[src/rtl/bsq_pkg.sv]
package bsq_pkg;
  typedef enum logic [1:0] {
    ST_IDLE = 2'd0,
    ST_LAT  = 2'd1,
    ST_DATA = 2'd2
  } bsq_st_e;
endpackage

[src/rtl/bsq_lat_cnt.sv]
// Latency down-counter: loaded on a start, counts while in the latency phase.
module bsq_lat_cnt #(
  parameter int LAT_W = 4
) (
  input  logic             clk,
  input  logic             rst_n,
  input  logic             load,
  input  logic [LAT_W-1:0] load_val,
  input  logic             run,
  output logic [LAT_W-1:0] cnt_o,
  output logic             last_o
);
  logic [LAT_W-1:0] cnt_q, cnt_d;

  always_comb begin
    cnt_d = cnt_q;
    if (load) begin
      cnt_d = (load_val == '0) ? LAT_W'(1) : load_val;
    end else if (run && (cnt_q > LAT_W'(1))) begin
      cnt_d = cnt_q - LAT_W'(1);
    end
  end

  always_ff @(posedge clk or negedge rst_n) begin
    if (!rst_n) cnt_q <= '0;
    else        cnt_q <= cnt_d;
  end

  assign cnt_o  = cnt_q;
  assign last_o = (cnt_q <= LAT_W'(1));
endmodule

[src/rtl/bsq_beat.sv]
// Data-cycle timer: clock position inside a data cycle and words remaining.
module bsq_beat #(
  parameter int BURST_WORDS = 4
) (
  input  logic clk,
  input  logic rst_n,
  input  logic clr,
  input  logic single,
  input  logic two_clk,
  input  logic run,
  output logic cyc_end_o,
  output logic last_word_o
);
  localparam int WCW = (BURST_WORDS > 1) ? $clog2(BURST_WORDS) : 1;

  logic           sub_q, sub_d;
  logic [WCW-1:0] left_q, left_d;

  assign cyc_end_o   = two_clk ? sub_q : 1'b1;
  assign last_word_o = (left_q == '0);

  always_comb begin
    sub_d  = sub_q;
    left_d = left_q;
    if (clr) begin
      sub_d  = 1'b0;
      left_d = single ? '0 : WCW'(BURST_WORDS - 1);
    end else if (run) begin
      if (cyc_end_o) begin
        sub_d = 1'b0;
        if (left_q != '0) left_d = left_q - WCW'(1);
      end else begin
        sub_d = 1'b1;
      end
    end
  end

  always_ff @(posedge clk or negedge rst_n) begin
    if (!rst_n) begin
      sub_q  <= 1'b0;
      left_q <= '0;
    end else begin
      sub_q  <= sub_d;
      left_q <= left_d;
    end
  end
endmodule

[src/rtl/burst_wait_seq.sv]
module burst_wait_seq
  import bsq_pkg::*;
#(
  parameter int DW          = 16,
  parameter int LAT_W       = 4,
  parameter int BURST_WORDS = 4
) (
  input  logic             clk,
  input  logic             rst_n,
  input  logic             start_i,
  input  logic             async_i,
  input  logic [LAT_W-1:0] lat_i,
  input  logic             wr_busy_i,
  input  logic             cfg_wr_i,
  input  logic             cfg_hold_i,
  input  logic             cfg_wdly_i,
  input  logic [DW-1:0]    src_data_i,
  output logic             src_rd_o,
  output logic [DW-1:0]    dq_o,
  output logic             dq_valid_o,
  output logic             wait_o,
  output logic             wait_oe_o
);
  bsq_st_e          st_q, st_d;
  logic             cfg_hold_q, cfg_wdly_q;
  logic             act_hold_q, act_wdly_q, act_async_q;
  logic [DW-1:0]    dreg_q;
  logic [LAT_W-1:0] lat_cnt;
  logic             lat_last, cyc_end, last_word;
  logic             go, lat_done, more, fetch, early;
  logic [1:0]       data_clks;

  assign go       = start_i & ~wr_busy_i;
  assign lat_done = (st_q == ST_LAT) & lat_last;
  assign more     = (st_q == ST_DATA) & cyc_end & ~last_word;
  assign fetch    = ~wr_busy_i & ~start_i & (lat_done | more);

  bsq_lat_cnt #(.LAT_W(LAT_W)) u_lat (
    .clk      (clk),
    .rst_n    (rst_n),
    .load     (go),
    .load_val (lat_i),
    .run      (st_q == ST_LAT),
    .cnt_o    (lat_cnt),
    .last_o   (lat_last)
  );

  bsq_beat #(.BURST_WORDS(BURST_WORDS)) u_beat (
    .clk         (clk),
    .rst_n       (rst_n),
    .clr         (lat_done),
    .single      (act_async_q),
    .two_clk     (act_hold_q),
    .run         (st_q == ST_DATA),
    .cyc_end_o   (cyc_end),
    .last_word_o (last_word)
  );

  // next state
  always_comb begin
    st_d = st_q;
    if (wr_busy_i) begin
      st_d = ST_IDLE;
    end else if (start_i) begin
      st_d = ST_LAT;
    end else begin
      unique case (st_q)
        ST_LAT:  if (lat_done) st_d = ST_DATA;
        ST_DATA: if (cyc_end && last_word) st_d = ST_IDLE;
        default: st_d = ST_IDLE;
      endcase
    end
  end

  always_ff @(posedge clk or negedge rst_n) begin
    if (!rst_n) st_q <= ST_IDLE;
    else        st_q <= st_d;
  end

  // configuration bits, enabled by a write
  always_ff @(posedge clk or negedge rst_n) begin
    if (!rst_n) begin
      cfg_hold_q <= 1'b1;
      cfg_wdly_q <= 1'b1;
    end else if (cfg_wr_i) begin
      cfg_hold_q <= cfg_hold_i;
      cfg_wdly_q <= cfg_wdly_i;
    end
  end

  // per-read snapshot, enabled by an accepted start
  always_ff @(posedge clk or negedge rst_n) begin
    if (!rst_n) begin
      act_hold_q  <= 1'b1;
      act_wdly_q  <= 1'b1;
      act_async_q <= 1'b0;
    end else if (go) begin
      act_hold_q  <= cfg_hold_q;
      act_wdly_q  <= cfg_wdly_q;
      act_async_q <= async_i;
    end
  end

  // output word register, enabled by the fetch strobe
  always_ff @(posedge clk or negedge rst_n) begin
    if (!rst_n)     dreg_q <= '0;
    else if (fetch) dreg_q <= src_data_i;
  end

  assign data_clks  = act_hold_q ? 2'd2 : 2'd1;
  assign early      = act_wdly_q & ~act_async_q;
  assign src_rd_o   = fetch;
  assign dq_valid_o = (st_q == ST_DATA);
  assign dq_o       = dq_valid_o ? dreg_q : '0;
  assign wait_oe_o  = (st_q != ST_IDLE) & ~wr_busy_i;
  assign wait_o     = wait_oe_o & (st_q == ST_LAT) &
                      (~early | (lat_cnt > LAT_W'(data_clks)));
endmodule

[config.mk]
export PLATFORM = sky130hd
export DESIGN_NAME = burst_wait_seq
export DESIGN_NICKNAME = d
export VERILOG_FILES = /design/src/rtl/bsq_pkg.sv /design/src/rtl/bsq_lat_cnt.sv /design/src/rtl/bsq_beat.sv /design/src/rtl/burst_wait_seq.sv
export SDC_FILE = /design/constraint.sdc
export NUM_CORES = 1
export LEC_CHECK = 0
export ABC_AREA = 1
export ABC_CLOCK_PERIOD_IN_PS = 1700
export CAP_MARGIN = 20
export CORE_MARGIN = 2
export CORE_UTILIZATION = 55
export CTS_CLUSTER_DIAMETER = 200
export DETAILED_ROUTE_END_ITERATION = 12
export DONT_BUFFER_PORTS = 1
export HOLD_SLACK_MARGIN = 0.15
export PLACE_DENSITY_LB_ADDON = 0.3
export SLEW_MARGIN = 5
export SYNTH_ARGS = -nofsm -noshare
export SYNTH_HDL_FRONTEND = slang
export SYNTH_SLANG_ARGS = --single-unit
export TNS_END_PERCENT = 10
[constraint.sdc]
create_clock -name clk -period 1.7 [get_ports clk]
set_input_delay 0.17 -clock clk [delete_from_list [all_inputs] [get_ports clk]]
set_output_delay 0.17 -clock clk [all_outputs]
set_load 0.005 [all_outputs]
==> After elaboration in Yosys (flattened, before gate mapping) <==
Index checks and enable logic that the tools add are counted.
{ "classes": {"n_addsub": 2, "order_cmp": 3, "n_eq_ne": 4, "muxes": 19, "n_bitwise": 17, "n_reduce_logical": 12} }
{ "ops": {"columns": ["cell", "n"], "rows": [
  ["$mux W2", 10],
  ["$mux W16", 1],
  ["$mux W4", 3],
  ["$reduce_bool A2 Y1", 6],
  ["$and A1 B1 Y1", 10],
  ["$not A1 Y1", 5],
  ["$gt A4 B1 Y1 const B", 1],
  ["$gt A4 B2 Y1", 1],
  ["$le A4 B1 Y1 const B", 1],
  ["$logic_not A4 Y1", 1],
  ["$mux W1", 4],
  ["$ne A4 B3 Y1 const B", 1],
  ["$ne A4 B4 Y1 const B", 1],
  ["$pmux W2 S2", 1],
  ["$sub A4 B1 Y4 const B", 1],
  ["$reduce_and A3 Y1", 1],
  ["$eq A2 B1 Y1 const B", 1],
  ["$eq A2 B2 Y1 const B", 1],
  ["$logic_and A1 B1 Y1", 2],
  ["$logic_not A2 Y1", 1],
  ["$or A1 B1 Y1", 2],
  ["$reduce_and A2 Y1", 1],
  ["$sub A2 B1 Y2 const B", 1]
]} }
{ "word_totals": {"regBits": 30, "input_bits": 28, "output_inout_bits": 20, "wordCells": 67} }

==> Logic depth before layout (Yosys ltp) <==
Gate-level depths: netlist of the first run.
{ "depth": {"ltp_word": 6, "depth_mapped": 10, "depth_no_buf": 9} }

==> Hierarchy <==
A second synthesis of the first run with hierarchy kept.
{ "unflattened": {"hier_cells": 224, "area_unflattened_um2": 1710.4} }
{ "modules_own_cells": {"columns": ["module", "instances", "cells_per_inst", "area_each_um2", "seq_area_each_um2"], "rows": [
  ["burst_wait_seq", 1, 154, 1218.7, 580.6],
  ["bsq_lat_cnt", 1, 45, 307.8, 100.1],
  ["bsq_beat", 1, 25, 183.9, 75.1]
]} }

==> Least setup slack after synthesis of the first run <==
No wires, ideal clock.
{ "synth_timing": {"kind": "flip-flop to output port", "from": "register u_lat.cnt_q[0] (netlist: u_lat.cnt_o[0])", "to": "output src_rd_o", "arrival_time_ns": 1.344, "required_time_ns": 1.530, "path_slack_ns": 0.186, "stages_incl_launch_ff": 10, "n_path_buf": 1, "cell_sequence": "dfrtp_1 > inv_1 > ha_1 > inv_1 > nand2_1 > nand3_2 > nand2_4 > nand2_4 > buf_6 > inv_1"} }
{ "synth_via": {"elab_chain_cells": 4} }
{ "synth_rtl": {"columns": ["item", "line", "text"], "rows": [
  ["start: declaration", "bsq_lat_cnt.sv:13", "logic [LAT_W-1:0] cnt_q, cnt_d;"],
  ["start signal: assignment", "bsq_lat_cnt.sv:26", "else cnt_q <= cnt_d;"],
  ["$le A4 B1 Y1", "bsq_lat_cnt.sv:30", "assign last_o = (cnt_q <= LAT_W'(1));"],
  ["$and A1 B1 Y1", "burst_wait_seq.sv:34", "assign lat_done = (st_q == ST_LAT) & lat_last;"],
  ["$or A1 B1 Y1", "burst_wait_seq.sv:36", "assign fetch = ~wr_busy_i & ~start_i & (lat_done | more);"],
  ["$and A1 B1 Y1", "burst_wait_seq.sv:36", null],
  ["end: declaration", "burst_wait_seq.sv:18", "output logic src_rd_o,"]
]} }
Every way passes these cells.

==> Final worst setup path of the first run <==
{ "layout_timing": {"from": "register act_hold_q", "to": "output wait_o"} }
{ "layout_via": {"elab_chain_cells": 4} }
{ "layout_rtl": {"columns": ["item", "line", "text"], "rows": [
  ["start: declaration", "burst_wait_seq.sv:26", "logic act_hold_q, act_wdly_q, act_async_q;"],
  ["start signal: assignment", "burst_wait_seq.sv:98", "act_hold_q <= cfg_hold_q;"],
  ["$mux W2", "burst_wait_seq.sv:110", "assign data_clks = act_hold_q ? 2'd2 : 2'd1;"],
  ["$gt A4 B2 Y1", "burst_wait_seq.sv:117", "(~early | (lat_cnt > LAT_W'(data_clks)));"],
  ["$or A1 B1 Y1", "burst_wait_seq.sv:117", null],
  ["$and A1 B1 Y1", "burst_wait_seq.sv:116", "assign wait_o = wait_oe_o & (st_q == ST_LAT) &"],
  ["end: declaration", "burst_wait_seq.sv:21", "output logic wait_o,"]
]} }
Every way passes these cells.

==> results_dict.tcl, run 1 <==
set metrics [dict create \
    setup.worst_path.start_class "flop" \
    htree_levels 2 \
    pin_count 48 \
    path_buf_inv 2 \
    antenna_found_initial 0 \
    layout_common_cells "nand2_1 (59), dlygate4sd3_1 (29), inv_1 (27), dfrtp_1 (26), nand3_1 (24)" \
    setup_tns_ns -0.0439 \
    clk-insertion-delay-late_ns 0.34 \
    hold_ws_ns 0.195 \
    ys_types 25 \
    drtIter0Drc 88 \
    gp_congestion 0.899 \
    ys_top_cells_by_area "dfrtp_1 (40%), nand2_1 (14%), inv_1 (7.9%)" \
    via_per_inst 5.12 \
    end_kind "output port" \
    overflow 0 \
    fill_cells 188 \
    slew-limit-headroom_pct 68.6 \
    critPathRequiredTime_ns 1.53 \
    ys_ff_latch 30 \
    cp_data_arrival_time_ns 1.57 \
    globalRoute.busiestLayer "met2" \
    drt-pass1-iter-count 4 \
    grtUsageTotal_pct 25.2 \
    yosys.area.top_type "dfrtp_1" \
    violations "setup timing" \
    vdd_drop_max_uv 1060 \
    syn-cell-area_um2 1610 \
    core_area_um2 2780 \
    outcome "finished, violations left" \
    maxCapViolCount 0 \
    grt_max_degree 31 \
    die_x_um 58.2 \
    syn_avg_cell_area_um2 7.69 \
    path_cells "inv_2 > ha_4 > inv_2 > nor2_2 > o21ai_2 > a21oi_2" \
    dieArea_um2 3380 \
    numCtsBuffers 5 \
    power.density_nw_per_um2 1270 \
    crit_type "flop to output port" \
    max_freq_ghz 0.573 \
    num_rows 19 \
    cp_slowest_cell "dfstp_2" \
    tightest_slew_ns 0.470 \
    fin_nets 290 \
    path_max_fanout 2 \
    drive_above_1_share_pct 20.5 \
    yosys_warnings 0 \
    vias 1480 \
    cp_common_cell "inv_2" \
    antenna_cells 0 \
    cp-startpoint "act_hold_q$_DFFE_PN1P_" \
    hold_viol 0 \
    cp_slowest_stage_delay_ns 0.55 \
    fin_crit_sh_pct 103 \
    min-delay-start "start_i" \
    worstReg2RegStart "u_lat.cnt_o[0]$_DFFE_PN0P_" \
    use_met1_pct 28.0 \
    final_common_cell "nand2_1" \
    p_leak_uw 0.00108 \
    use_met2_pct 44.0 \
    wirelength_um 3860 \
    cts_tree "built" \
    clk_path_buf_depth 2 \
    post-route-min-period_ns 1.74 \
    fin_util_pct 78.4 \
    synthToLayoutAreaGrowth_pct 35.1 \
    seq_area_frac_synth_pct 46.8 \
    rsz0062_at_grt "true" \
    grtUsageMet3_pct 5.58 \
    grt_pass1_vias 1510 \
    instances_no_fill 289 \
    syn-num-nets 243 \
    drt-wirelength-per-cell_um 13.3 \
    dpl.hpwl_um 2330 \
    fin_skew_ns 0.00558 \
    synth.top_cell.area_share_pct 40.3 \
    hold_class "primary input to flop" \
    die_y_um 58.2 \
    slew_violations 0 \
    io_buffers 0 \
    start_util_pct 58.0 \
    final-setup-viol-count 1 \
    worst_slack_ns -0.0439 \
    path_clk_slew_ns 0.09 \
    grt_pass1_wl_um 6350 \
    syn_inst 210 \
    cts-root-buf "clkbuf_4" \
    path_delay_family "flip-flops" \
    drc_errors 0 \
    drtAntennaViolNets 0 \
    clock_sinks 30 \
    dp_cells 238 \
]
[final cells by class]
class	count	area [um2]	area share, %
clock inverter	1	5.00	0.229
sequential	30	756	34.7
timing repair buffer	45	427	19.6
tap	31	38.8	1.78
clock buffer	7	55.1	2.52
inverter	36	135	6.20
multi-input combinational	139	764	35.1
[stage by stage]
| stage | area (um2) | setup slack (ns) | total power [uW] |
|---|---|---|---|
| detailed placement | 1640 | 0.0947 | 1910 |
| global route | 2180 | -0.116 | 2990 |
| CTS | 2100 | -0.0324 | 2620 |
| finish | 2180 | -0.0439 | 2770 |
| floorplan | 1610 | 0.186 | 1740 |
| global placement | 1640 | 0.153 | 1870 |
[synthesized netlist by cell type (all sizes together)]
library cell,instances
nand4,3
ha,5
nand3,26
buf,2
a21oi,3
nand3b,1
dfstp,4
nor3,1
inv,36
clkbuf,3
or2,1
nand2,63
mux2i,1
o21ai,10
dfrtp,26
xor2,1
nor2,23
and3,1
[report_power, final]
group / internal (uW) / switching (uW)
clock network: 200 / 253
logic: 508 / 663
registers: 977 / 167
total: 1690 / 1080
[state kept, by name (all words and copies together) (netlist names), 2 cells and up]
register,count
st_q,2
u_lat.cnt_o,4
dreg_q,16
u_beat.left_q,2
[per-layer routing]
| layer | routed length, um | part of all wire, % | vias to the layer above |
|---|---|---|---|
| li1 | - | - | 743 |
| met1 | 1540 | 40 | 674 |
| met2 | 1970 | 51 | 49 |
| met3 | 213 | 5.5 | 14 |
| met4 | 135 | 3.5 | 0 |
| met5 | 0 | 0 | - |
[final timing paths]
check | endpoint | slack (ns) | cells past startpoint
min in group asynchronous | dreg_q[8]$_DFFE_PN0P_ | 0.27 | 2
min | act_wdly_q$_DFFE_PN1P_ | 0.19 | 2
max | wait_o | -0.04 | 6
min reg2reg | dreg_q[7]$_DFFE_PN0P_ | 0.48 | 2
max reg2reg | dreg_q[3]$_DFFE_PN0P_ | 0.09 | 10
max in group asynchronous | cfg_hold_q$_DFFE_PN1P_ | 1.19 | 2
[logic make-up after synthesis]
logic type               Yosys count  synth area share (%)
adder cells (fa/ha/maj)            5                  3.88
AND/OR/NAND/NOR                  119                  33.9
AO/OA/AOI/OAI                     13                  4.03
flip-flops                        30                  46.8
multiplexers                       1                 0.620
XOR/XNOR                           1                 0.543
buffers and inverters             41                  10.2
[timing repair]
action                                 in CTS  in global routing
gates cloned                                0                  0
setup buffers                               6                  7
pin swaps                                   5                  4
hold buffers                               30                  0
endpoints found under the hold margin      55                  0
gates resized for setup                    14                  9
setup endpoints to repair                   2                 28
[worst reg2reg max path: cells and delay by family (launching register included)]
family	cells	cell delay, ns
simple gates	5	0.37
buf+inv	4	0.54
flops	1	0.42
fa+ha+maj	1	0.18
No activity file was read; power rests on OpenSTA's default activity.
==> inputs of run 2 (changes only) <==
--- a/config.mk
+++ b/config.mk
@@ -8,8 +8,10 @@
 export ABC_AREA = 1
 export ABC_CLOCK_PERIOD_IN_PS = 1700
 export CAP_MARGIN = 20
+export CELL_PAD_IN_SITES_DETAIL_PLACEMENT = 1
+export CELL_PAD_IN_SITES_GLOBAL_PLACEMENT = 1
 export CORE_MARGIN = 2
-export CORE_UTILIZATION = 55
+export CORE_UTILIZATION = 44
 export CTS_CLUSTER_DIAMETER = 200
 export DETAILED_ROUTE_END_ITERATION = 12
 export DONT_BUFFER_PORTS = 1
==> results_dict.tcl, run 2 (synthesis gave the netlist of run 1 again) <==
set metrics [dict create \
    outcome "finished, violations left" \
    violations "setup timing" \
    io_buffers 0 \
    final_common_cell "nand2_1" \
    clk-insertion-delay-late_ns 0.28 \
    die_x_um 64.6 \
    worst_slack_ns -0.0161 \
    rsz0062_at_grt "true" \
    synthToLayoutAreaGrowth_pct 33.6 \
    largest_reg_flops 16 \
    fin_nets 283 \
    grtUsageTotal_pct 24.3 \
    path_cells "inv_1 > buf_4 > ha_1 > nand2_1 > o21ai_2 > a21oi_2" \
    final-setup-viol-count 1 \
    num_rows 22 \
    dieArea_um2 4170 \
    start_util_pct 44.8 \
    cp_slowest_cell "dfrtp_1" \
    wirelength_um 4670 \
    drc_errors 0 \
    clock_sinks 30 \
    clk_path_buf_depth 2 \
    maxCapViolCount 0 \
    tightest_slew_ns 0.485 \
    grt_max_degree 31 \
    hold_class "primary input to flop" \
    crit_type "flop to output port" \
    htree_levels 2 \
    critPathRequiredTime_ns 1.53 \
    power.density_nw_per_um2 1330 \
    setup.worst_path.start_class "flop" \
    drive_above_1_share_pct 15.9 \
    fin_crit_sh_pct 101 \
    slew_violations 0 \
    pin_count 48 \
    grt_pass1_wl_um 7760 \
    numCtsBuffers 5 \
    setup_tns_ns -0.0161 \
    cp_slowest_stage_delay_ns 0.38 \
    vias 1521 \
    via_per_inst 5.09 \
    fill_cells 447 \
    vdd_drop_max_uv 814 \
    hold_viol 0 \
    path_max_fanout 4 \
    drtIter0Drc 49 \
    end_kind "output port" \
    top_register "dreg_q" \
    path_buf_inv 2 \
    antenna_cells 0 \
    post-route-min-period_ns 1.72 \
    cts_tree "built" \
    antenna_found_initial 0 \
    p_leak_uw 0.00106 \
    fin_skew_ns 0.00510 \
    path_clk_slew_ns 0.06 \
    drtAntennaViolNets 0 \
    dpl.hpwl_um 2830 \
    grt_pass1_vias 1660 \
    slew-limit-headroom_pct 67.6 \
    total_power_uw 2870 \
    drt-wirelength-per-cell_um 15.6 \
    drt-pass1-iter-count 4 \
    cts-root-buf "clkbuf_8" \
    die_y_um 64.6 \
    hold_ws_ns 0.160 \
    path_delay_family "flip-flops" \
    layout_common_cells "nand2_1 (60), inv_1 (30), dlygate4sd3_1 (28), dfrtp_1 (26), nand3_1 (24)" \
    overflow 0 \
    gp_congestion 0.853 \
    core_area_um2 3610 \
    cp_data_arrival_time_ns 1.55 \
    max_freq_ghz 0.583 \
]
[run 2: cell count changes in the layout (fill, tap and decap cells not counted), sizes merged]
cell and change:
buf -6, dlygate4sd3 -1, clkbuf +1, clkinv -1
[run 2: path summary, 6_finish.rpt]
kind                                             from  slack [ns]                         end  cells after the start
min in group asynchronous                       rst_n        0.33      dreg_q[15]$_DFFE_PN0P_                      2
max reg2reg                u_lat.cnt_o[0]$_DFFE_PN0P_        0.08      dreg_q[12]$_DFFE_PN0P_                     10
min reg2reg                     dreg_q[8]$_DFFE_PN0P_        0.47       dreg_q[8]$_DFFE_PN0P_                      2
max                        u_lat.cnt_o[0]$_DFFE_PN0P_       -0.02                      wait_o                      6
max in group asynchronous                       rst_n        1.13      cfg_wdly_q$_DFFE_PN1P_                      2
min                                          lat_i[1]        0.16  u_lat.cnt_o[0]$_DFFE_PN0P_                      3
[run 2: power by group]
part	internal, uW	switching, uW
Sequential	980	165
Combinational	451	672
Clock	330	271
Total	1760	1110
[run 2: area by class of cell]
type                    instances  area [um2]  area share, %
repair buffers                 38         368           17.1
multi-input cells             139         747           34.6
well taps                      48        60.1           2.79
clock buffers                   8        90.1           4.18
inverters                      36         135           6.27
flip-flops and latches         30         756           35.1
[run 2: metrics by stage]
stage / instances / instance area [um2] / worst slack (ns) / util, %
final: 299 / 2160 / -0.0161 / 59.8
after global routing: 299 / 2160 / -0.0956 / 59.8
after CTS: 299 / 2140 / -0.0304 / 59.2
after detailed placement: 256 / 1670 / 0.147 / 46.2
after global placement: 256 / 1670 / 0.223 / 46.2
after floorplan: 210 / 1610 / 0.186 / -
[run 2: worst register-to-register path: cells and delay by family (launching register included)]
kind,cells,cell delay (ns)
flip-flops,1,0.40
buffers and inverters,3,0.44
AND/OR/NAND/NOR,6,0.53
adder cells (fa/ha/maj),1,0.19
[run 2: repair_timing]
action | CTS | global route
hold endpoints to repair | 54 | 0
setup endpoints to repair | 2 | 32
buffers inserted | 6 | 1
pin swaps | 3 | 4
hold buffers | 29 | 0
resized for setup | 8 | 7
[run 2: routing by layer]
layer  vias up  wire (um)  share of wire (%)  global-route usage [%]
li1        724          -                  -                       -
met5         -          0                  0                       0
met2        43       2510                 54                    44.5
met4         0        102                2.2                    9.04
met3        12        209                4.5                    5.56
met1       742       1850                 40                    27.2
